### config.mk
export PLATFORM = sky130hd
export DESIGN_NAME = burst_addr_seq
export DESIGN_NICKNAME = d
export VERILOG_FILES = /design/src/rtl/bsq_pkg.sv /design/src/rtl/bsq_addr_capture.sv /design/src/rtl/bsq_burst_counter.sv /design/src/rtl/bsq_write_decode.sv /design/src/rtl/burst_addr_seq.sv
export SDC_FILE = /design/constraint.sdc
export NUM_CORES = 1
export LEC_CHECK = 0
export ABC_AREA = 1
export CORE_MARGIN = 2
export CORE_UTILIZATION = 65
export DETAILED_ROUTE_END_ITERATION = 8
export DONT_BUFFER_PORTS = 1
export PLACE_DENSITY = 0.81
export RECOVER_POWER = 50
export SLEW_MARGIN = 5
export SYNTH_ARGS = -nofsm -noshare
export SYNTH_HDL_FRONTEND = slang
export SYNTH_SLANG_ARGS = --single-unit
### constraint.sdc
create_clock -name clk -period 2.7 [get_ports clk]
set_input_delay 0.27 -clock clk [delete_from_list [all_inputs] [get_ports clk]]
set_output_delay 0.27 -clock clk [all_outputs]
set_load 0.05 [all_outputs]
### src/rtl/bsq_pkg.sv
// Shared types for the burst address sequencer.
// Assumes: the order selection is a static pin held between bursts.
package bsq_pkg;
    typedef enum logic {
        ORD_LINEAR     = 1'b0,
        ORD_INTERLEAVE = 1'b1
    } burst_order_e;
endpackage

### src/rtl/bsq_addr_capture.sv
// Loads the external address and the chip-select result when an address
// strobe qualifies. The controller strobe always loads. The processor strobe
// loads only while the primary enable input is active.
// Assumes: every strobe and enable here is already active high.
module bsq_addr_capture #(
    parameter int ADDR_W = 18
) (
    input  logic              clk,
    input  logic              rst_n,
    input  logic              sp_act,
    input  logic              sc_act,
    input  logic              ce_act,
    input  logic              ce2_act,
    input  logic              ce3_act,
    input  logic [ADDR_W-1:0] addr_in,
    output logic              load,
    output logic [ADDR_W-1:0] base_q,
    output logic              sel_q
);
    logic sel_next;

    // Load qualification: the controller strobe wins; the processor strobe needs the enable.
    always_comb begin
        load     = sc_act | (sp_act & ce_act);
        sel_next = ce_act & ce2_act & ce3_act;
    end

    // Address and selection registers, updated only on a qualified load.
    always_ff @(posedge clk) begin
        if (!rst_n) begin
            base_q <= '0;
            sel_q  <= 1'b0;
        end else if (load) begin
            base_q <= addr_in;
            sel_q  <= sel_next;
        end
    end


    base_load_chk: assert property (@(posedge clk) disable iff (!rst_n)
        load |=> base_q == $past(addr_in));


    base_hold_chk: assert property (@(posedge clk) disable iff (!rst_n)
        !load |=> $stable(base_q) && $stable(sel_q));


    psel_ignore_chk: assert property (@(posedge clk) disable iff (!rst_n)
        (sp_act && !ce_act && !sc_act) |=> $stable(sel_q));
endmodule

### src/rtl/bsq_burst_counter.sv
// Beat counter and order mapping. It restarts at zero on a load, steps on
// advance, and wraps inside its power-of-two group. The low address bits come
// from the start bits and the count, either by XOR or by modular addition.
// Assumes: load takes priority over advance in the same cycle.
module bsq_burst_counter #(
    parameter int CNT_W = 2
) (
    input  logic                  clk,
    input  logic                  rst_n,
    input  logic                  load,
    input  logic                  adv,
    input  logic [CNT_W-1:0]      start_lo,
    input  bsq_pkg::burst_order_e order,
    output logic [CNT_W-1:0]      low
);
    localparam int BEATS = 1 << CNT_W;
    localparam logic [CNT_W-1:0] LAST = CNT_W'(BEATS - 1);

    logic [CNT_W-1:0] cnt_q;

    // Beat count: clear on load, step on advance, otherwise hold.
    always_ff @(posedge clk) begin
        if (!rst_n) begin
            cnt_q <= '0;
        end else if (load) begin
            cnt_q <= '0;
        end else if (adv) begin
            cnt_q <= (cnt_q == LAST) ? '0 : cnt_q + 1'b1;
        end
    end

    // Order mapping from the start bits and the beat count.
    always_comb begin
        if (order == bsq_pkg::ORD_INTERLEAVE) low = start_lo ^ cnt_q;
        else                                  low = start_lo + cnt_q;
    end


    cnt_hold_chk: assert property (@(posedge clk) disable iff (!rst_n)
        (!load && !adv) |=> $stable(cnt_q));


    cnt_step_chk: assert property (@(posedge clk) disable iff (!rst_n)
        (!load && adv) |=> cnt_q == CNT_W'($past(cnt_q) + 1'b1));


    cnt_clear_chk: assert property (@(posedge clk) disable iff (!rst_n)
        load |=> cnt_q == '0);
endmodule

### src/rtl/bsq_write_decode.sv
// Turns global write, byte-write enable and the per-lane strobes into a
// registered lane mask. Global write covers every lane. The byte-write enable
// covers only the lanes whose strobes are active.
// Assumes: all inputs are already active high.
module bsq_write_decode #(
    parameter int LANES = 4
) (
    input  logic             clk,
    input  logic             rst_n,
    input  logic             gw_act,
    input  logic             bwe_act,
    input  logic [LANES-1:0] bw_act,
    output logic [LANES-1:0] wr_q
);
    logic [LANES-1:0] lane_next;

    // One decode per lane.
    for (genvar g = 0; g < LANES; g++) begin : g_lane
        always_comb lane_next[g] = gw_act | (bwe_act & bw_act[g]);
    end

    // The mask register samples the decode on every edge.
    always_ff @(posedge clk) begin
        if (!rst_n) wr_q <= '0;
        else        wr_q <= lane_next;
    end


    gw_all_chk: assert property (@(posedge clk) disable iff (!rst_n)
        gw_act |=> &wr_q);


    no_write_chk: assert property (@(posedge clk) disable iff (!rst_n)
        (!gw_act && !bwe_act) |=> wr_q == '0);
endmodule

### src/rtl/burst_addr_seq.sv
// Top of the burst SRAM address sequencer. It converts the active-low pins,
// joins the captured upper address with the mapped beat bits, gates the
// write mask with the selection, and gates the read indication with the
// output enable outside any register.
// Assumes: synchronous inputs are stable around the rising edge.
module burst_addr_seq #(
    parameter int ADDR_W = 18,
    parameter int LANES  = 4
) (
    input  logic              clk,
    input  logic              rst_n,
    input  logic [ADDR_W-1:0] addr_in,
    input  logic              ce_n,
    input  logic              ce2,
    input  logic              ce3_n,
    input  logic              strobe_p_n,
    input  logic              strobe_c_n,
    input  logic              adv_n,
    input  logic              order_il,
    input  logic              gw_n,
    input  logic              bwe_n,
    input  logic [LANES-1:0]  bw_n,
    input  logic              oe_n,
    output logic [ADDR_W-1:0] mem_addr,
    output logic              sel,
    output logic [LANES-1:0]  wr_mask,
    output logic              rd_en,
    output logic              drive_en
);
    localparam int CNT_W = 2;
    localparam int UP_W  = ADDR_W - CNT_W;

    logic                  load;
    logic [ADDR_W-1:0]     base_q;
    logic                  sel_q;
    logic [CNT_W-1:0]      low;
    logic [LANES-1:0]      wr_q;
    bsq_pkg::burst_order_e order;

    // Static order pin as the enum type.
    always_comb order = order_il ? bsq_pkg::ORD_INTERLEAVE : bsq_pkg::ORD_LINEAR;

    bsq_addr_capture #(.ADDR_W(ADDR_W)) i_cap (
        .clk     (clk),
        .rst_n   (rst_n),
        .sp_act  (!strobe_p_n),
        .sc_act  (!strobe_c_n),
        .ce_act  (!ce_n),
        .ce2_act (ce2),
        .ce3_act (!ce3_n),
        .addr_in (addr_in),
        .load    (load),
        .base_q  (base_q),
        .sel_q   (sel_q)
    );

    bsq_burst_counter #(.CNT_W(CNT_W)) i_cnt (
        .clk      (clk),
        .rst_n    (rst_n),
        .load     (load),
        .adv      (!adv_n),
        .start_lo (base_q[CNT_W-1:0]),
        .order    (order),
        .low      (low)
    );

    bsq_write_decode #(.LANES(LANES)) i_wd (
        .clk     (clk),
        .rst_n   (rst_n),
        .gw_act  (!gw_n),
        .bwe_act (!bwe_n),
        .bw_act  (~bw_n),
        .wr_q    (wr_q)
    );

    // Output assembly: fixed upper bits, mapped beat bits, selection gating, async enable.
    always_comb begin
        mem_addr = {base_q[ADDR_W-1:CNT_W], low};
        sel      = sel_q;
        wr_mask  = sel_q ? wr_q : '0;
        rd_en    = sel_q & ~(|wr_q);
        drive_en = rd_en & ~oe_n;
    end


    upper_fixed_chk: assert property (@(posedge clk) disable iff (!rst_n)
        !load |=> $stable(mem_addr[ADDR_W-1:CNT_W]));


    addr_hold_chk: assert property (@(posedge clk) disable iff (!rst_n)
        (!load && adv_n && $stable(order_il)) |=> $stable(mem_addr));


    desel_quiet_chk: assert property (@(posedge clk) disable iff (!rst_n)
        !sel |-> (wr_mask == '0 && !rd_en && !drive_en));


    reset_clear_chk: assert property (@(posedge clk)
        !rst_n |=> (!sel && mem_addr == '0 && wr_mask == '0));

    logic [UP_W-1:0] unused_up;
    always_comb unused_up = base_q[ADDR_W-1:CNT_W];
endmodule

=== Word level (Yosys, flattened, before mapping) ===
Index checks and enable logic that the tools add are counted.

* Register bits after elaboration: 25
* Output and inout port bits: 25
* Word-level logic and storage cells: 38

* Reduce and logical (&&, ||, !) cells: 8
* Multiplexer cells: 4
* Bitwise gates (word level): 19
* Eq/ne operators: 1
* Add/subtract/negate cells: 2

{| class="wikitable"
|+ Operators with widths
! operator !! number
|-
| $and 1x1->1 || 9
|-
| $logic_not 1->1 || 6
|-
| $or 1x1->1 || 5
|-
| $mux 2 || 2
|-
| $mux 4 || 1
|-
| $not 4->4 || 1
|-
| $reduce_or 4->1 || 1
|-
| $not 1->1 || 3
|-
| $add 2x1->2 const B || 1
|-
| $add 2x2->2 || 1
|-
| $eq 2x2->1 const B || 1
|-
| $reduce_or 2->1 || 1
|-
| $xor 2x2->2 || 1
|-
| $mux 1 || 1
|}

=== Depth between registers and ports, before layout ===
* Depth in word-level cells: 4
* Depth in mapped cells: 7
* Depth with buffers taken out: 7

=== Modules after synthesis ===
A second synthesis with hierarchy kept.

* Cell total of the unflattened synthesis: 174
* Area, all modules: 1221.2 um^2

{| class="wikitable"
|+ Modules (own cells, without submodules)
! module !! seq. area each (um^2) !! times used !! cells an instance !! area an instance (um^2)
|-
| bsq_addr_capture || 380.4 || 1 || 107 || 842.1
|-
| bsq_burst_counter || 40.0 || 1 || 29 || 162.7
|-
| bsq_write_decode || 80.1 || 1 || 14 || 122.6
|-
| burst_addr_seq || 0.0 || 1 || 24 || 93.8
|}

=== Worst setup path after synthesis ===
No wires, ideal clock.

* Path type: flip-flop to output port
* Start point: reg i_cap.sel_q
* End point: out drive_en
* Buffers on the path: 0
* Stages on the path, launching flop included: 5
* Path slack: 0.837 ns
* Arrival: 1.593 ns
* Cells stage by stage: dfxtp_1 -> nand2_1 -> nor2_1 -> nand2_1 -> nor2_1

* Longest elaborated chain between the ends: 2

{| class="wikitable"
|+ RTL lines
! element !! line !! text
|-
| start: declaration || bsq_addr_capture.sv:18 || <nowiki>output logic sel_q</nowiki>
|-
| start signal: assignment || bsq_addr_capture.sv:35 || <nowiki>sel_q <= sel_next;</nowiki>
|-
| $and 1x1->1 || burst_addr_seq.sv:81 || <nowiki>rd_en = sel_q & ~(|wr_q);</nowiki>
|-
| $and 1x1->1 || burst_addr_seq.sv:82 || <nowiki>drive_en = rd_en & ~oe_n;</nowiki>
|-
| end: declaration || burst_addr_seq.sv:28 || <nowiki>output logic drive_en</nowiki>
|}

No other way between the ends.

=== Worst setup path after layout ===
* Start point: reg i_cap.sel_q
* End point: out rd_en

* Longest elaborated chain between the ends: 1

{| class="wikitable"
|+ RTL lines
! element !! line !! text
|-
| $and 1x1->1 || burst_addr_seq.sv:81 ||
|-
| end: declaration || burst_addr_seq.sv:27 || <nowiki>output logic rd_en,</nowiki>
|}

No other way between the ends.

==> summary.md <==
| Metric | Value |
|---|---|
| Antenna Nets Post-Route | 0 |
| PortBufs | 0 |
| Final nets | about 220 |
| Hold EP | i_cap.base_q[7] |
| CTS buffer count | 3 |
| Tmin final | roughly 1900 ps |
| Critical Path Most Common Cell | nand2_1 |
| Post-synth top area share | 38.1% |
| Post-synthesis cell type count | 16 |
| Routed WL per cell | roughly 10 um |
| Cell internal pwr | 0.487 mW |
| Setup crit start kind | register |
| PwrDens | 614 nW/um^2 |
| RSZ-0062 raised after global routing | no |
| Initial antenna violation count | 0 |
| Max Buffers Root-to-Sink | 2 |
| Grt ovf | 0 |
| Pin count of the biggest net entering global routing | 22 |
| Total power | between 0.7 and 0.8 mW |
| DRC Markers | 0 |
| Area of the die | 2400 sq um |
| Hold-fix buffer count after cts | 0 |
| Post-DP HPWL | 1600 um |
| Ant. Diodes | 0 |
| Max-cap viol count | 0 |
| CTS tree | built |
| Flop pwr share | 64.7% |
| CP required | 2430 ps |
| Crit-path max cell delay | between 700 and 800 ps |
| Critical Path Fanout Max | 7 |
| Cell area after layout | roughly 1200 sq um |
| Setup crit end kind | output pin |
| Synth Warn # | 0 |
| Syn Inst Count | 202 |
| Hold Crit Depth | 2 |
| Root Buffer | clkbuf_4 |
| Crit share post-route | around 72% |
| Final core occ | between 60 and 70% |
| Postcts setup bufs | 0 |
| Vias in the first global route | 914 |
| Top Ports | 59 |
| Via Count | 993 |
| Worst path cell trace | nand2_1 > nor2_1 > nand2_1 > inv_1 |
| Final hold violation count | 0 |
| Synth Area in Compound Gates | under 10% |
| Adder-cell share of the synthesized area | 1.90% |
| R2R Setup Slk | 1590 ps |
| Ranking of synthesized cells by area | dfxtp_1 (38%), nor2_1 (17%), buf_4 (11%), inv_1 (9.7%), nand2_1 (9.4%) |
| XOR/XNOR share of the synthesized area | 0% |
| Clock-pin transition on the worst setup and hold timing paths | between 100 and 150 ps |
| Die height | around 49 um |
| Crit path buffers/inverters | 1 |
| Syn Area/Cell | about 6.5 sq um |
| Rows | 16 |
| Reg2Reg Depth | 4 |
| CTS resizes | 0 |
| Leakage power | ~0.65 nW |
| Layout cells sized above 1 | under 10% |
| DR iter-0 viols | 16 |
| Maximum clock frequency | a little over 500 MHz |
| Final RePlAce weighted congestion | about 0.66 |
| Initial core utilization | roughly 68% |
| Syn_nets | about 240 |
| Filler Cells Inserted | 190 |
| Sequential-to-total area share from yosys stat | 38.1% |
| HP Start | rst_n |
| Setup violators final | 0 |
| Family with the most delay on the worst path | flip-flops |
| Clock sink count | 25 |
| Reg-to-Reg End | i_cap.sel_q |
| Worst Setup SP | i_cap.sel_q |
| Synthesized area | 1320 sq um |
| Slowest CP cell | dfxtp_1 |
| Clk Latency, worst-skew pair | ~310 ps |
| Clock power share | a little over a fifth |
| Outcome | completed |
| Post-synthesis simple-gate area fraction | 35.7% |
| Worst Skew | 0.000444 ps |
| Cell taking the most area after synthesis | dfxtp_1 |
| Sw Ratio | between 30% and 40% |
| Crit Path Class | register to output pin |
| Die width | roughly 50 um |
| Main combinational cell family by area after synthesis | simple AND/OR/NAND/NOR gates |
| Post-DP Area | roughly 1200 sq um |
| Multiplexer area fraction after synthesis | 0% |
| Worst path arrival time | between 1500 and 2000 ps |
| Fin Setup TNS | 0 ps |
| Total GRT Usage | approximately 19% |
| DR pass1 iterations | 4 |
| Area grow syn2layout | -8.28% |
| Worst hold-check path type | primary input to register |
| Worst-Margin Slew | 1270 ps |
| R2R Path Start | i_cap.sel_q |
| Gate power share | ~14% |
| Number of synthesized register bits | 25 |
| Hold WS | approximately 63 ps |
| Worst rel slew slack | 14.7% |
| Core footprint | 1940 sq um |
| Pins Over Slew Limit | 0 |
| CTS H-Tree Depth | 1 |
| First-pass GRT wire length | between 3000 and 4000 um |
| NetSw | roughly 0.25 mW |
| Maximum vdd ir drop | around 0.37 mV |
| Routed WL | around 2200 um |
| Vias/cell | ~4.7 |
[per-layer routing]
layer  global-route usage, %  vias to the layer above  part of all wire [%]
met5                       0                        -                     0
met1                    19.3                      425                    41
met3                    5.52                        2                   7.1
met2                    36.3                       29                    51
met4                    8.57                        0                  0.83
li1                        -                      537                     -
[through the flow]
step	std cells	worst slack, ps
3_5_place_dp	207	1100
6_report	211	756
2_1_floorplan	202	837
3_3_place_gp	207	1140
4_1_cts	211	740
5_1_grt	211	583
[cells in the final DEF, fill, tap and decap left out, types with 2 or more instances in the layout]
| master | count |
|---|---|
| nand3_1 | 20 |
| nand2_1 | 33 |
| dfxtp_1 | 25 |
| clkbuf_4 | 3 |
| ha_1 | 2 |
| nor2_1 | 60 |
| inv_1 | 34 |
[worst max path at each step]
stage,depth (start not counted),end,slack (ps)
6_report,4,rd_en,760
5_1_grt,4,rd_en,580
4_1_cts,4,rd_en,740
3_5_place_dp,4,rd_en,1100
3_3_place_gp,4,rd_en,1140
2_1_floorplan,4,drive_en,840
[area by class of cell]
class | count | area, sq um | area share (%)
inverters | 35 | 131 | 10.9
repair buffers | 1 | 7.51 | 0.622
flip-flops and latches | 25 | 500 | 41.5
well taps | 27 | 33.8 | 2.80
multi-input cells | 119 | 507 | 42.0
clock buffers | 4 | 26.3 | 2.18
[cell usage after synthesis (all sizes together)]
master  count
ha          2
inv        35
nand2      35
nand3      20
nor2       60
dfxtp      25
a21boi      1
buf        22
clkbuf      1
o21a        1
[logic make-up after synthesis]
family,after synthesis
AO/OA/AOI/OAI,2
adder cells (fa/ha/maj),2
buffers and inverters,58
flip-flops,25
AND/OR/NAND/NOR,115
[state kept, by name, indices dropped and copies added (netlist names)]
signal        cells
i_cap.base_q     18
i_cap.sel_q       1
i_cnt.cnt_q       2
i_wd.wr_q         4
[power by group through the flow]
stage	Sequential, mW	Combinational, mW	Clock (mW)
6_report	0.480	0.100	0.161
5_1_grt	0.483	0.116	0.181
4_1_cts	0.480	0.102	0.168
3_5_place_dp	0.489	0.102	0
3_3_place_gp	0.488	0.0963	0
2_1_floorplan	0.418	0.194	0
(Power assumes the default switching activity.)
